### src/rtl/baud_gen_pkg.sv
// Shared constants and the register-select encoding of the baud generator.
package baud_gen_pkg;

    // Number of independent rate channels (transmit, receive).
    localparam int NCH   = 2;
    localparam int CH_TX = 0;
    localparam int CH_RX = 1;

    // Register select carried in address bits 1:0.
    typedef enum logic [1:0] {
        SEL_DIV_LO = 2'd0,
        SEL_DIV_HI = 2'd1,
        SEL_STEP   = 2'd2,
        SEL_NONE   = 2'd3
    } reg_sel_e;

endpackage

### src/rtl/baud_cfg_regs.sv
// Configuration register file for the two rate channels.
// Holds one divisor (two bytes) and one fractional step per channel.
// Assumes: the channel is picked by the top address bit and the register by
// bits 1:0. Both resets clear every field. Reads are combinational.
module baud_cfg_regs
    import baud_gen_pkg::*;
#(
    parameter int DATA_W = 8,
    parameter int PRE_W  = 4,
    parameter int ADDR_W = 3
) (
    input  logic                            clk,
    input  logic                            rst_n,
    input  logic                            sw_rst,
    input  logic                            wr_en,
    input  logic [ADDR_W-1:0]               wr_addr,
    input  logic [DATA_W-1:0]               wr_data,
    input  logic [ADDR_W-1:0]               rd_addr,
    output logic [DATA_W-1:0]               rd_data,
    output logic [NCH-1:0][2*DATA_W-1:0]    div_o,
    output logic [NCH-1:0][PRE_W-1:0]       step_o
);

    localparam int DIV_W  = 2 * DATA_W;
    localparam int CH_BIT = ADDR_W - 1;

    reg_sel_e wr_sel;
    reg_sel_e rd_sel;
    logic     rd_ch;

    assign wr_sel = reg_sel_e'(wr_addr[1:0]);
    assign rd_sel = reg_sel_e'(rd_addr[1:0]);
    assign rd_ch  = rd_addr[CH_BIT];

    for (genvar ch = 0; ch < NCH; ch++) begin : g_ch
        logic [DIV_W-1:0] div_q;
        logic [PRE_W-1:0] step_q;
        logic             hit;

        assign hit = wr_en && (wr_addr[CH_BIT] == 1'(ch));

        // Capture byte writes addressed to this channel.
        always_ff @(posedge clk) begin
            if (!rst_n || sw_rst) begin
                div_q  <= '0;
                step_q <= '0;
            end else if (hit) begin
                case (wr_sel)
                    SEL_DIV_LO: div_q[DATA_W-1:0]     <= wr_data;
                    SEL_DIV_HI: div_q[DIV_W-1:DATA_W] <= wr_data;
                    SEL_STEP:   step_q                <= wr_data[PRE_W-1:0];
                    default:    ;
                endcase
            end
        end

        assign div_o[ch]  = div_q;
        assign step_o[ch] = step_q;
    end

    // Read-back multiplexer; the upper step bits and unmapped slots read as zero.
    always_comb begin
        rd_data = '0;
        case (rd_sel)
            SEL_DIV_LO: rd_data = div_o[rd_ch][DATA_W-1:0];
            SEL_DIV_HI: rd_data = div_o[rd_ch][DIV_W-1:DATA_W];
            SEL_STEP:   rd_data = DATA_W'(step_o[rd_ch]);
            default:    rd_data = '0;
        endcase
    end

endmodule

### src/rtl/frac_prescaler.sv
// Fractional pre-divider: emits 2**PRE_W enables in every (2**PRE_W + step)
// clocks, spread as evenly as possible (ratio 1 + step/2**PRE_W).
// Assumes: step may change at any time. The phase accumulator stays bounded
// and settles into the new pattern within a few enables.
module frac_prescaler #(
    parameter int PRE_W = 4
) (
    input  logic             clk,
    input  logic             rst_n,
    input  logic             sw_rst,
    input  logic [PRE_W-1:0] step_i,
    output logic             en_o
);

    localparam int                ACC_W = PRE_W + 2;
    localparam logic [ACC_W-1:0]  UNIT  = ACC_W'(1) << PRE_W;

    logic [ACC_W-1:0] acc_q;
    logic [ACC_W-1:0] sum;
    logic [ACC_W-1:0] modulus;
    logic             wrap;

    // Add one unit per clock and wrap on the modulus 2**PRE_W + step.
    always_comb begin
        sum     = acc_q + UNIT;
        modulus = UNIT + ACC_W'(step_i);
        wrap    = (sum >= modulus);
    end

    // Keep the remainder and register the enable.
    always_ff @(posedge clk) begin
        if (!rst_n || sw_rst) begin
            acc_q <= '0;
            en_o  <= 1'b0;
        end else begin
            acc_q <= wrap ? (sum - modulus) : sum;
            en_o  <= wrap;
        end
    end

endmodule

### src/rtl/divisor_counter.sv
// Integer divider stage: one tick for every div_i prescaler enables.
// Assumes: the divisor is read only when the count expires, so a change never
// shortens the period in progress. A zero divisor parks the counter idle.
module divisor_counter #(
    parameter int CNT_W = 16
) (
    input  logic             clk,
    input  logic             rst_n,
    input  logic             sw_rst,
    input  logic             step_en,
    input  logic [CNT_W-1:0] div_i,
    output logic             tick_o
);

    logic [CNT_W-1:0] cnt_q;
    logic             expire;
    logic             armed;

    assign expire = step_en && (cnt_q == '0);
    assign armed  = (div_i != '0);

    // Count enables down; reload from the live divisor only at expiry.
    always_ff @(posedge clk) begin
        if (!rst_n || sw_rst) begin
            cnt_q  <= '0;
            tick_o <= 1'b0;
        end else begin
            tick_o <= expire && armed;
            if (expire) begin
                cnt_q <= armed ? (div_i - CNT_W'(1)) : '0;
            end else if (step_en) begin
                cnt_q <= cnt_q - CNT_W'(1);
            end
        end
    end

endmodule

### src/rtl/dual_baud_gen.sv
// Top of the dual baud tick generator: the register file feeds one
// prescaler and divider pair for each direction.
// Assumes: a single reference clock domain; the ticks are clock enables.
module dual_baud_gen
    import baud_gen_pkg::*;
#(
    parameter int DATA_W = 8,
    parameter int PRE_W  = 4,
    parameter int ADDR_W = 3
) (
    input  logic              clk,
    input  logic              rst_n,
    input  logic              sw_rst,
    input  logic              wr_en,
    input  logic [ADDR_W-1:0] wr_addr,
    input  logic [DATA_W-1:0] wr_data,
    input  logic [ADDR_W-1:0] rd_addr,
    output logic [DATA_W-1:0] rd_data,
    output logic              tx_tick,
    output logic              rx_tick
);

    localparam int DIV_W = 2 * DATA_W;

    logic [NCH-1:0][DIV_W-1:0] div_cfg;
    logic [NCH-1:0][PRE_W-1:0] step_cfg;
    logic [NCH-1:0]            pre_en;
    logic [NCH-1:0]            tick;

    baud_cfg_regs #(
        .DATA_W (DATA_W),
        .PRE_W  (PRE_W),
        .ADDR_W (ADDR_W)
    ) u_regs (
        .clk     (clk),
        .rst_n   (rst_n),
        .sw_rst  (sw_rst),
        .wr_en   (wr_en),
        .wr_addr (wr_addr),
        .wr_data (wr_data),
        .rd_addr (rd_addr),
        .rd_data (rd_data),
        .div_o   (div_cfg),
        .step_o  (step_cfg)
    );

    // One independent rate chain per direction.
    for (genvar ch = 0; ch < NCH; ch++) begin : g_chan
        frac_prescaler #(
            .PRE_W (PRE_W)
        ) u_pre (
            .clk    (clk),
            .rst_n  (rst_n),
            .sw_rst (sw_rst),
            .step_i (step_cfg[ch]),
            .en_o   (pre_en[ch])
        );

        divisor_counter #(
            .CNT_W (DIV_W)
        ) u_div (
            .clk     (clk),
            .rst_n   (rst_n),
            .sw_rst  (sw_rst),
            .step_en (pre_en[ch]),
            .div_i   (div_cfg[ch]),
            .tick_o  (tick[ch])
        );
    end

    assign tx_tick = tick[CH_TX];
    assign rx_tick = tick[CH_RX];

endmodule

### config.mk
export PLATFORM = sky130hd
export DESIGN_NAME = dual_baud_gen
export DESIGN_NICKNAME = d
export VERILOG_FILES = /design/src/rtl/baud_gen_pkg.sv /design/src/rtl/baud_cfg_regs.sv /design/src/rtl/frac_prescaler.sv /design/src/rtl/divisor_counter.sv /design/src/rtl/dual_baud_gen.sv
export SDC_FILE = /design/constraint.sdc
export NUM_CORES = 1
export LEC_CHECK = 0
export ABC_CLOCK_PERIOD_IN_PS = 2500
export CORE_MARGIN = 2
export CORE_UTILIZATION = 45
export DETAILED_ROUTE_END_ITERATION = 10
export GPL_ROUTABILITY_DRIVEN = 0
export MAX_ROUTING_LAYER = met4
export PLACE_DENSITY = 0.69
export SLEW_MARGIN = 0
export SYNTH_ARGS = -nofsm -noshare
export SYNTH_HDL_FRONTEND = slang
export SYNTH_SLANG_ARGS = --single-unit
### constraint.sdc
create_clock -name clk -period 2.5 [get_ports clk]
set_input_delay 0.5 -clock clk [delete_from_list [all_inputs] [get_ports clk]]
set_output_delay 0.5 -clock clk [all_outputs]
set_load 0.005 [all_outputs]
# --- Word level (Yosys, flattened, before mapping) ---
# Index checks and enable logic that the tools add are counted.
totals:
  rom_bits: 0
  elab_cells: 67
  mem_count: 0
  inputBits: 18
  out_inout_bits: 10
  latchBits: 0
  reg_bits: 88
  mem_bits_rw: 0
classes:
  n_eq_ne: 4
  mul: 0
  order_cmp: 3
  addsub: 10
  div_mod_pow: 0
  n_bitwise: 1
  shifts: 0
  reduce_logical: 22
  n_mux: 13
op_table:
  columns: ["op", "count"]
  rows:
  - ["$mux W16", 8]
  - ["$sub A16 B1 Y16 const B", 4]
  - ["$logic_not A16 Y1", 2]
  - ["$reduce_bool A16 Y1", 2]
  - ["$pmux W8 S3", 1]
  - ["$add A5 B4 Y6 const A", 2]
  - ["$add A6 B5 Y6 const B", 2]
  - ["$ge A6 B6 Y1", 2]
  - ["$mux W6", 2]
  - ["$reduce_and A2 Y1", 6]
  - ["$sub A6 B6 Y6", 2]
  - ["$mux W4", 2]
  - ["$logic_and A1 B1 Y1", 6]
  - ["$eq A2 B1 Y1 const B", 2]
  - ["$eq A2 B2 Y1 const B", 2]
  - ["$logic_not A2 Y1", 2]
  - ["$reduce_bool A2 Y1", 2]
  - ["$lt A1 B2 Y1 const B", 1]
  - ["$logic_not A1 Y1", 1]
  - ["$logic_or A1 B1 Y1", 1]
  - ["$not A1 Y1", 1]

# --- Longest topological paths before layout ---
# Gate-level depths: netlist of the first run.
logic_depth:
  depth_word: 3
  depth_mapped: 9
  ltp_nobuf: 9

# --- By module ---
# Synthesis of the first run repeated with hierarchy kept, for this count alone.
hier_totals:
  hier_cells: 658
  area_unflattened_um2: 5547.8
modules_own_cells:
  columns: ["mod", "area_each_um2", "seq_area_each_um2", "instances", "cells_each"]
  rows:
  - ["divisor_counter", 1378.8, 340.3, 2, 181]
  - ["baud_cfg_regs", 1821.7, 800.8, 1, 186]
  - ["frac_prescaler", 484.2, 140.1, 2, 55]

# --- Least setup slack after synthesis of the first run ---
# No wires, ideal clock.
synth_path:
  path_type: "register to register"
  start: "reg u_regs.g_ch[0].div_q[0]"
  end: "reg g_chan[0].u_div.cnt_q[2]"
  arrival_ps: 1952
  setup_ps: 132
  stages_incl_launch_ff: 9
  path_slack_ps: 416
  synth_period_minus_slack_ps: 2084
  n_path_buf: 1
  required_time_ps: 2368
  cell_sequence: "dfxtp_1 inv_1 ha_1 or4b_1 clkbuf_1 nor4_2 and2b_4 a31oi_1 a21oi_1"
synth_via:
  elab_chain_len: 3
  word_cells_on_any_way: 4
  classes_between: "add/sub: 1; mux: 2; reduce/logical: 1"
synth_lines:
  columns: ["element", "line_no", "rtl"]
  rows:
  - ["start, declared", "baud_cfg_regs.sv:36", "logic [DIV_W-1:0] div_q;"]
  - ["start signal, assigned by index", "baud_cfg_regs.sv:49", "SEL_DIV_LO: div_q[DATA_W-1:0] <= wr_data;"]
  - ["start signal, assigned by index", "baud_cfg_regs.sv:50", "SEL_DIV_HI: div_q[DIV_W-1:DATA_W] <= wr_data;"]
  - ["$sub A16 B1 Y16 / $reduce_bool A16 Y1 (equally long branches)", "divisor_counter.sv:30, divisor_counter.sv:20", null]
  - ["$mux W16 *", "divisor_counter.sv:30", "cnt_q <= armed ? (div_i - CNT_W'(1)) : '0;"]
  - ["$mux W16 *", "divisor_counter.sv:29", "if (expire) begin"]
  - ["end signal, assigned", "divisor_counter.sv:30", null]
  - ["end signal, assigned", "divisor_counter.sv:32", "cnt_q <= cnt_q - CNT_W'(1);"]
  - ["end, declared", "divisor_counter.sv:15", "logic [CNT_W-1:0] cnt_q;"]
# Mark *: on every way between the ends. The rest lies on a longest branch, timed or not.
# A chain may end at the register's enable or synchronous reset.

# --- Worst setup path after layout of the first run ---
layout_path:
  start: "in rd_addr[0]"
  end: "out rd_data[2]"
layout_via:
  elab_chain_len: 2
  word_cells_on_any_way: 4
  classes_between: "eq/ne: 2; mux: 1; reduce/logical: 1"
layout_lines:
  columns: ["element", "line_no", "rtl"]
  rows:
  - ["start, declared", "dual_baud_gen.sv:17", "input logic [ADDR_W-1:0] rd_addr,"]
  - ["$eq A2 B2 Y1, or another cell as far along", "baud_cfg_regs.sv:64", "case (rd_sel)"]
  - ["$pmux W8 S3 *", "baud_cfg_regs.sv:64", null]
  - ["end, declared", "dual_baud_gen.sv:18", "output logic [DATA_W-1:0] rd_data,"]
# Marked as above.

==> summary.log, run 1 <==
[setup_path] Slowest Stage Delay on Critical Path 0.50 ns
[sta] crit share post-route 97.0%
[logic_synthesis] flip-flop and latch count after synthesis 88
[final_layout] share of layout cells above drive strength 1 11.8%
[drt] number of detailed-routing iterations run before antenna repair 5
[logic_synthesis] top flip-flop cell by instance count after synthesis dfxtp_1
[placed_design] placed inst area 5730 sq um
[logic_synthesis] Synth Warn # 0
[clock_network] CTS Root Buffer Type clkbuf_16
[sta] actual slew at the worst max-slew pin 0.486 ns
[clock_network] Inserted Clock Buffers 9
[drt] Detailed Route Iter0 Violations 332
[sta] slew margin rel. 67.4%
[global_route] global-route wire length before repair 22.7 mm
[placed_design] half-perimeter wire length of the detailed placement result 10.0 mm
[setup_path] series of cell instances along the critical path clkdlybuf4s50_1 > buf_12 > mux2i_1 > nor2_1 > a211oi_2 > a21oi_1 > dlygate4sd2_1
[final_layout] Filler Cells Inserted 1030
[floorplan] die span in y 111 um
[final_layout] Sequential Area 1760 sq um
[global_route] total routing resource utilization after global routing 22.7%
[drt] routed length per instance 16.5 um
[setup_path] timing startpoint of the critical path rd_addr[0]
[floorplan] die area 12400 sq um
[logic_synthesis] Mapped Area 5170 sq um
[logic_synthesis] gate count after technology mapping 641
[logic_synthesis] number of nets produced by synthesis 677
[logic_synthesis] top area cells in the synthesized netlist dfxtp_1 (34%), nand2_1 (6.1%), a21oi_1 (4.9%)
[global_route] via count of the first global-routing pass 4758
[drt] detailed-route via count 4911
[floorplan] Placeable Area 11300 sq um
[sta] Min Clock Period, post-route 2.43 ns
[final_layout] number of inserted diodes 0
[setup_path] cell depth of the worst flop-to-flop path 7
[setup_path] minimum setup slack among reg-to-reg paths 0.27 ns
[flow_run] max-cap violations 0
[logic_synthesis] number of enable flip-flop cells after synthesis 0
[drt] antenna violation net count after detailed routing 0
[clock_network] CTS tree done
[sta] count of final hold-check violations 0
[hold_path] Hold WC Path Type reg2reg
[final_layout] Area growth syn-to-layout 18.6%
[setup_path] slowest library cell on the worst path clkdlybuf4s50_1
[logic_synthesis] sequential fraction of the synthesis area 34.1%
[drt] total wirelength of the detailed-routed design 13.6 mm
[final_layout] area of all placed cells without fillers 6130 sq um
[setup_path] destination of the worst register-to-register timing path g_chan[0].u_div.cnt_q[2]
[sta] Final Max Slew Viols 0
[logic_synthesis] fraction of synthesized cell area taken by the top area cell type 34.1%
[setup_path] Critical Path Sink rd_data[2]
[logic_synthesis] Cell variety after synth 58
[setup_path] Worst R2R Start u_regs.g_ch[0].div_q[0]
[clock_network] clock slew at the register clock pins of the worst setup and hold paths 0.06 ns
[status] result of the run finished clean
[clock_network] number of H-tree levels 3
[drt] DRC Markers 0
[logic_synthesis] cell taking the most area after synthesis dfxtp_1
[final_layout] area of the multi-input gates 3220 sq um
[logic_synthesis] Async SR Flop Fraction 0%
[global_route] number of antenna violations at the first check in global routing 0
[setup_path] sort of element at the end of the critical path primary output
[final_layout] number of standard cells in the final layout excluding fillers 827
[setup_path] WP depth 7
[clock_network] clock network latency to the later pin of the worst-skew pair 0.34 ns
[floorplan] number of standard-cell rows in the floorplan 39
[setup_path] Worst Setup Path Type in2out
[setup_path] largest fanout on the critical path 9
[placed_design] Placed Cells 807
[clock_network] count of hold buffers inserted by post-cts repair 0
[logic_synthesis] mean instance size in the synthesized netlist 8.07 sq um
[floorplan] I/O pin count 28
[power] Pleak 2.31 nW
[final_layout] Net count, final 715
[floorplan] die extent in x 111 um
[power] power density over the cells 611 nW/um^2
[setup_path] number of buffer and inverter stages on the critical path 3
[setup_path] crit-path leading delay family buffers and inverters
[global_route] gr ovfl total 0
[power] IR drop worst, VDD 0.374 mV
[clock_network] maximum buffer depth of the clock tree 2
[placed_design] # port buffers 27
[drt] vias per inst 5.94
[setup_path] arrival time reported for the critical path endpoint 1.93 ns
[floorplan] initial core utilization 45.7%
[setup_path] Setup crit start kind input pin
[global_route] pin count of the biggest net entering global routing 42
[sta] Post-Route Skew 0.00738 ns
[setup_path] data required time at the worst endpoint 2.00 ns
[clock_network] clock sinks 88
[sta] Max Clock Freq 412 MHz
[sta] final number of setup-violating endpoints 0
[cells by family (layout without fill, tap and decap cells)]
family	count (synthesis)	in the layout	share of synthesized area (%)
compound gates	148	148	17.7
xor+xnor	28	28	4.74
fa+ha+maj	18	18	4.65
buf+inv	64	107	4.77
flops	88	88	34.1
mux	32	32	7.45
simple gates	263	263	26.6
[Yosys cell counts, types with 6 or more instances]
cell / n
mux2i_1: 25
o21ai_0: 28
ha_1: 16
clkbuf_1: 22
xor2_1: 10
dfxtp_1: 88
or4_1: 6
nor3_1: 10
o31a_1: 8
nand2_1: 84
nand3_1: 18
a21oi_1: 51
inv_1: 33
nor2_1: 57
xnor2_1: 18
a211oi_1: 7
o31ai_1: 13
or3_1: 17
nor2b_1: 8
nor4_1: 18
o21ai_1: 6
a31oi_1: 13
[worst register-to-register path: cells and delay by family, from the launching register on]
kind	cells	cell delay, ns
AO/OA/AOI/OAI	2	0.28
flip-flops	1	0.36
buffers and inverters	1	0.10
AND/OR/NAND/NOR	3	1.16
adder cells (fa/ha/maj)	1	0.20
[routing by layer]
layer  GRT usage, %  vias to the layer above  part of all wire [%]
met5              -                        -                     0
met4           7.24                        0                   1.6
met3           3.55                       19                   4.9
met2           37.9                      149                    48
met1           28.4                     2349                    45
li1               -                     2394                     -
[registers in the layout (all words and copies together) (netlist names)]
name / cells
g_chan.u_div.cnt_q: 32
u_regs.g_ch.div_q: 32
g_chan.u_pre.acc_q: 12
u_regs.g_ch.step_q: 8
g_chan.u_div.tick_o: 2
g_chan.u_pre.en_o: 2
[what timing repair did]
action,CTS,global route
gates resized for setup,27,14
endpoints found under the setup margin,8,4
buffers inserted,4,0
pin swaps,2,0
gates cloned,0,0
hold endpoints to repair,0,0
[power by group]
group / total [W] / internal, W / switching [W] / leakage, nW
clock: 0.00149 / 0.000909 / 0.000583 / 0.159
sequential: 0.00151 / 0.00145 / 0.0000646 / 0.712
combinational: 0.000738 / 0.000322 / 0.000416 / 1.44
total: 0.00374 / 0.00268 / 0.00106 / 2.31
[layout make-up]
type	count	share of cell area [%]
clock inverter	6	1.47
clock buffer	10	3.90
timing repair buffer	58	8.51
inverter	33	2.02
sequential	88	28.7
multi-input combinational	489	52.5
tap	143	2.92
[how the worst min path moves through the flow]
stage,from,end,slack [ns],cells after the start
5_1_grt,g_chan[1].u_pre.acc_q[3],g_chan[1].u_pre.acc_q[3],0.51,2
6_report,g_chan[0].u_pre.acc_q[3],g_chan[0].u_pre.acc_q[3],0.47,2
2_1_floorplan,g_chan[0].u_pre.acc_q[0],g_chan[0].u_pre.acc_q[0],0.45,2
3_3_place_gp,g_chan[0].u_pre.acc_q[2],g_chan[0].u_pre.acc_q[2],0.46,2
4_1_cts,g_chan[0].u_pre.acc_q[3],g_chan[0].u_pre.acc_q[3],0.47,2
3_5_place_dp,g_chan[0].u_pre.acc_q[3],g_chan[0].u_pre.acc_q[3],0.46,2
[cells in the final DEF (no fill, tap or decap), types with 10 or more instances in the layout]
cell type	instances
nor3_1	10
inv_1	32
o21ai_0	27
a21oi_1	51
xor2_1	10
nor4_1	18
ha_1	16
or3_1	17
buf_4	25
a31oi_1	13
nor2_1	57
mux2i_1	24
clkdlybuf4s50_1	18
xnor2_1	18
o31ai_1	13
nand2_1	84
nand3_1	18
dfxtp_1	88
[stage by stage]
stage | utilization (%) | total power, W | worst slack (ns) | TNS, ns | hold slack, ns
final | 54.2 | 0.00374 | 0.0744 | 0 | 0.469
after global routing | 54.2 | 0.00390 | -0.0357 | -0.0483 | 0.508
after CTS | 53.9 | 0.00375 | -0.101 | -0.104 | 0.473
after detailed placement | 50.6 | 0.00226 | -0.259 | -1.68 | 0.464
after global placement | 50.6 | 0.00224 | -0.256 | -1.59 | 0.457
after floorplan | - | 0.00202 | 0.416 | 0 | 0.446
No activity file was read; power rests on OpenSTA's default activity.
==> run 2, diff against run 1 <==
CAP_MARGIN = 10   (was not set)
==> results of run 2 <==
Same layout as run 1: the final DEF is identical, and so are final timing and power.
==> run 3, diff against run 2 <==
ABC_CLOCK_PERIOD_IN_PS = 2000   (was 2500)
PLACE_DENSITY = 0.71   (was 0.69)
SYNTH_HIERARCHICAL = 1   (was not set)
clock period = 2 ns   (was 2.5 ns; I/O delays follow)
==> summary.log, run 3 <==
[clock_network] CTS Root Buffer Type clkbuf_16
[flow_run] max-cap violations 0
[setup_path] slowest library cell on the worst path or4bb_4
[status] result of the run finished with violations
[clock_network] clock sinks 88
[logic_synthesis] Mapped Area 5550 sq um
[global_route] number of antenna violations at the first check in global routing 0
[floorplan] die span in y 115 um
[final_layout] largest registers g_chan.u_div/cnt_q x32, u_regs/g_ch.div_q x32, g_chan.u_pre/acc_q x12
[setup_path] series of cell instances along the critical path inv_2 > ha_4 > or4bb_4 > nor4_4 > buf_6 > buf_6 > o41ai_4 > nor2_2 > o221a_2
[setup_path] Setup crit start kind flip-flop
[sta] Min Clock Period, post-route 2.09 ns
[power] Pleak 2.94 nW
[setup_path] minimum setup slack among reg-to-reg paths -0.09 ns
[floorplan] die extent in x 115 um
[drt] DRC Markers 0
[floorplan] Placeable Area 12000 sq um
[final_layout] Net count, final 793
[setup_path] arrival time reported for the critical path endpoint 2.37 ns
[global_route] gr ovfl total 0
[clock_network] CTS tree done
[clock_network] number of H-tree levels 3
[global_route] total routing resource utilization after global routing 24.3%
[drt] routed length per instance 17.2 um
[power] power density over the cells 785 nW/um^2
[logic_synthesis] mean instance size in the synthesized netlist 8.43 sq um
[global_route] global-route wire length before repair 25.1 mm
[sta] Post-Route Skew 0.00651 ns
[sta] actual slew at the worst max-slew pin 0.575 ns
[setup_path] sort of element at the end of the critical path flip-flop
[clock_network] count of hold buffers inserted by post-cts repair 0
[global_route] pin count of the biggest net entering global routing 41
[setup_path] number of buffer and inverter stages on the critical path 3
[drt] vias per inst 6.02
[logic_synthesis] number of nets produced by synthesis 694
[final_layout] share of layout cells above drive strength 1 31.0%
[sta] slew margin rel. 61.3%
[clock_network] Inserted Clock Buffers 9
[logic_synthesis] top flip-flop cell by instance count after synthesis dfxtp_1
[drt] detailed-route via count 5474
[status] violations in the final reports negative setup slack
[placed_design] half-perimeter wire length of the detailed placement result 11.2 mm
[final_layout] commonest non-fill, non-tap cells in the layout buf_4 (72), nand2_1 (71), dfxtp_1 (60)
[drt] number of detailed-routing iterations run before antenna repair 5
[floorplan] die area 13200 sq um
[sta] final number of setup-violating endpoints 16
[drt] total wirelength of the detailed-routed design 15.6 mm
[setup_path] destination of the worst register-to-register timing path g_chan[0].u_div/cnt_q[5]
[final_layout] post-route core utilization 61.2%
[final_layout] Area growth syn-to-layout 32.6%
[sta] TNS Setup -0.498 ns
[hold_path] Hold EP g_chan[1].u_div/cnt_q[11]
[logic_synthesis] Synth Warn # 6
[hold_path] instance count along the most critical hold path 2
[clock_network] maximum buffer depth of the clock tree 2
[clock_network] clock slew at the register clock pins of the worst setup and hold paths 0.07 ns
[setup_path] Slowest Stage Delay on Critical Path 0.46 ns
[setup_path] crit-path leading delay family simple AND/OR/NAND/NOR gates
[logic_synthesis] Post-synth top cells dfxtp_1 (88), nand2_1 (74), nor2_1 (60)
[drt] Detailed Route Iter0 Violations 491
[logic_synthesis] top area cells in the synthesized netlist dfxtp_1 (32%), mux2i_1 (5.4%), nand2_1 (5.0%)
[sta] smallest setup slack after layout -0.0862 ns
[setup_path] cell depth of the worst flop-to-flop path 9
[floorplan] I/O pin count 28
[logic_synthesis] gate count after technology mapping 658
[logic_synthesis] count leader, synth dfxtp_1
[logic_synthesis] flip-flop and latch count after synthesis 88
[logic_synthesis] Cell variety after synth 64
[global_route] via count of the first global-routing pass 5134
[setup_path] largest fanout on the critical path 4
[floorplan] initial core utilization 46.2%
[sta] Max Clock Freq 479 MHz
[floorplan] number of standard-cell rows in the floorplan 40
[drt] antenna violation net count after detailed routing 0
[logic_synthesis] fraction of synthesized cell area taken by the top area cell type 31.8%
[clock_network] clock network latency to the later pin of the worst-skew pair 0.35 ns
[setup_path] Worst R2R Start g_chan[0].u_div/cnt_q[1]
[setup_path] Worst Setup Path Type reg2reg
[sta] count of final hold-check violations 0
[sta] crit share post-route 104%
[sta] Final Max Slew Viols 0
[hold_path] startpoint of the worst hold path g_chan[1].u_div/cnt_q[11]
[logic_synthesis] sequential fraction of the synthesis area 31.8%
[sta] RSZ-0062 raised after global routing true
[final_layout] commonest non-fill, non-tap cell in the layout buf_4
[final_layout] number of inserted diodes 0
[setup_path] data required time at the worst endpoint 2.29 ns
[logic_synthesis] Async SR Flop Fraction 0%
[placed_design] # port buffers 27
[power] IR drop worst, VDD 0.517 mV
[setup_path] most prevalent standard cell on the critical path buf_6
[logic_synthesis] number of enable flip-flop cells after synthesis 0
[logic_synthesis] cell taking the most area after synthesis dfxtp_1
[hold_path] Hold WC Path Type reg2reg
run 3: cell types whose count changed in the layout (fill, tap and decap cells not counted), sizes merged, moves of 6 or more:
cell / before / now
and3: 3 / 10
o221a: 0 / 6
o21ai: 34 / 25
nor3: 11 / 30
o31ai: 13 / 6
and2: 0 / 6
buf: 35 / 97
a21oi: 51 / 38
o31a: 8 / 2
or3: 17 / 4
nand2: 84 / 74
run 3: worst max path at each step:
stage,start,slack (ns),depth (start not counted),endpoint
after floorplan,g_chan[0].u_div/cnt_q[5],-0.01,5,g_chan[0].u_div/cnt_q[3]
after global placement,rd_addr[0],-0.60,5,rd_data[2]
after detailed placement,rd_addr[0],-0.61,5,rd_data[2]
after CTS,g_chan[1].u_div/cnt_q[5],-0.02,5,g_chan[1].u_div/cnt_q[1]
after global routing,g_chan[0].u_div/cnt_q[1],-0.15,9,g_chan[0].u_div/cnt_q[7]
final,g_chan[0].u_div/cnt_q[1],-0.09,9,g_chan[0].u_div/cnt_q[5]
run 3: metrics by stage:
stage,worst slack [ns],power (W),cells,hold WS [ns],cell area (sq um)
finish,-0.0862,0.00577,909,0.481,7350
detailed placement,-0.605,0.00368,879,0.467,6520
CTS,-0.0216,0.00559,899,0.477,6910
global placement,-0.604,0.00363,879,0.461,6520
global route,-0.148,0.00607,909,0.489,7350
floorplan,-0.0128,0.00318,658,0.446,5590
run 3: cell type report:
cell class	count	area, sq um
clock buffer	9	225
clock inverter	7	103
fill	974	4660
inverter	28	105
multi-input combinational	511	3860
sequential	88	1810
tap	147	184
timing repair buffer	119	1060
run 3: cells by family (layout without fill, tap and decap cells):
kind of cell	Yosys count	after routing	synth area share (%)
adders and majority gates	18	18	4.33
xor gates and xnor gates	30	30	4.74
buffers and inverters	59	163	4.62
AOI/OAI and AO/OA	137	137	17.6
muxes	42	42	9.47
DFF	88	88	31.8
and+or+nand+nor	284	284	27.5
run 3: worst reg2reg max path: stages (launching register included):
cell     delay (ns)
dfxtp_2        0.32
inv_2          0.08
ha_4           0.14
or4bb_4        0.46
nor4_4         0.31
buf_6          0.18
buf_6          0.11
o41ai_4        0.10
nor2_2         0.14
o221a_2        0.20
run 3: per-layer routing:
layer  vias to the layer above  part of all wire, %  GRT usage [%]
li1                       2622                    -              -
met1                      2614                   45           32.9
met2                       206                   46           36.9
met3                        32                  6.5           4.64
met4                         0                  1.9           7.47
met5                         -                    0              -
run 3: power breakdown:
part | internal [W] | switching (W)
clock network | 0.00111 | 0.000763
logic | 0.000937 | 0.00104
registers | 0.00185 | 0.0000715
total | 0.00390 | 0.00188
run 3: what timing repair did:
| item | 4_1_cts | 5_1_grt |
|---|---|---|
| gates cloned | 0 | 1 |
| setup endpoints to repair | 19 | 37 |
| resized for setup | 53 | 85 |
| setup buffers | 4 | 11 |
| pin swaps | 2 | 23 |
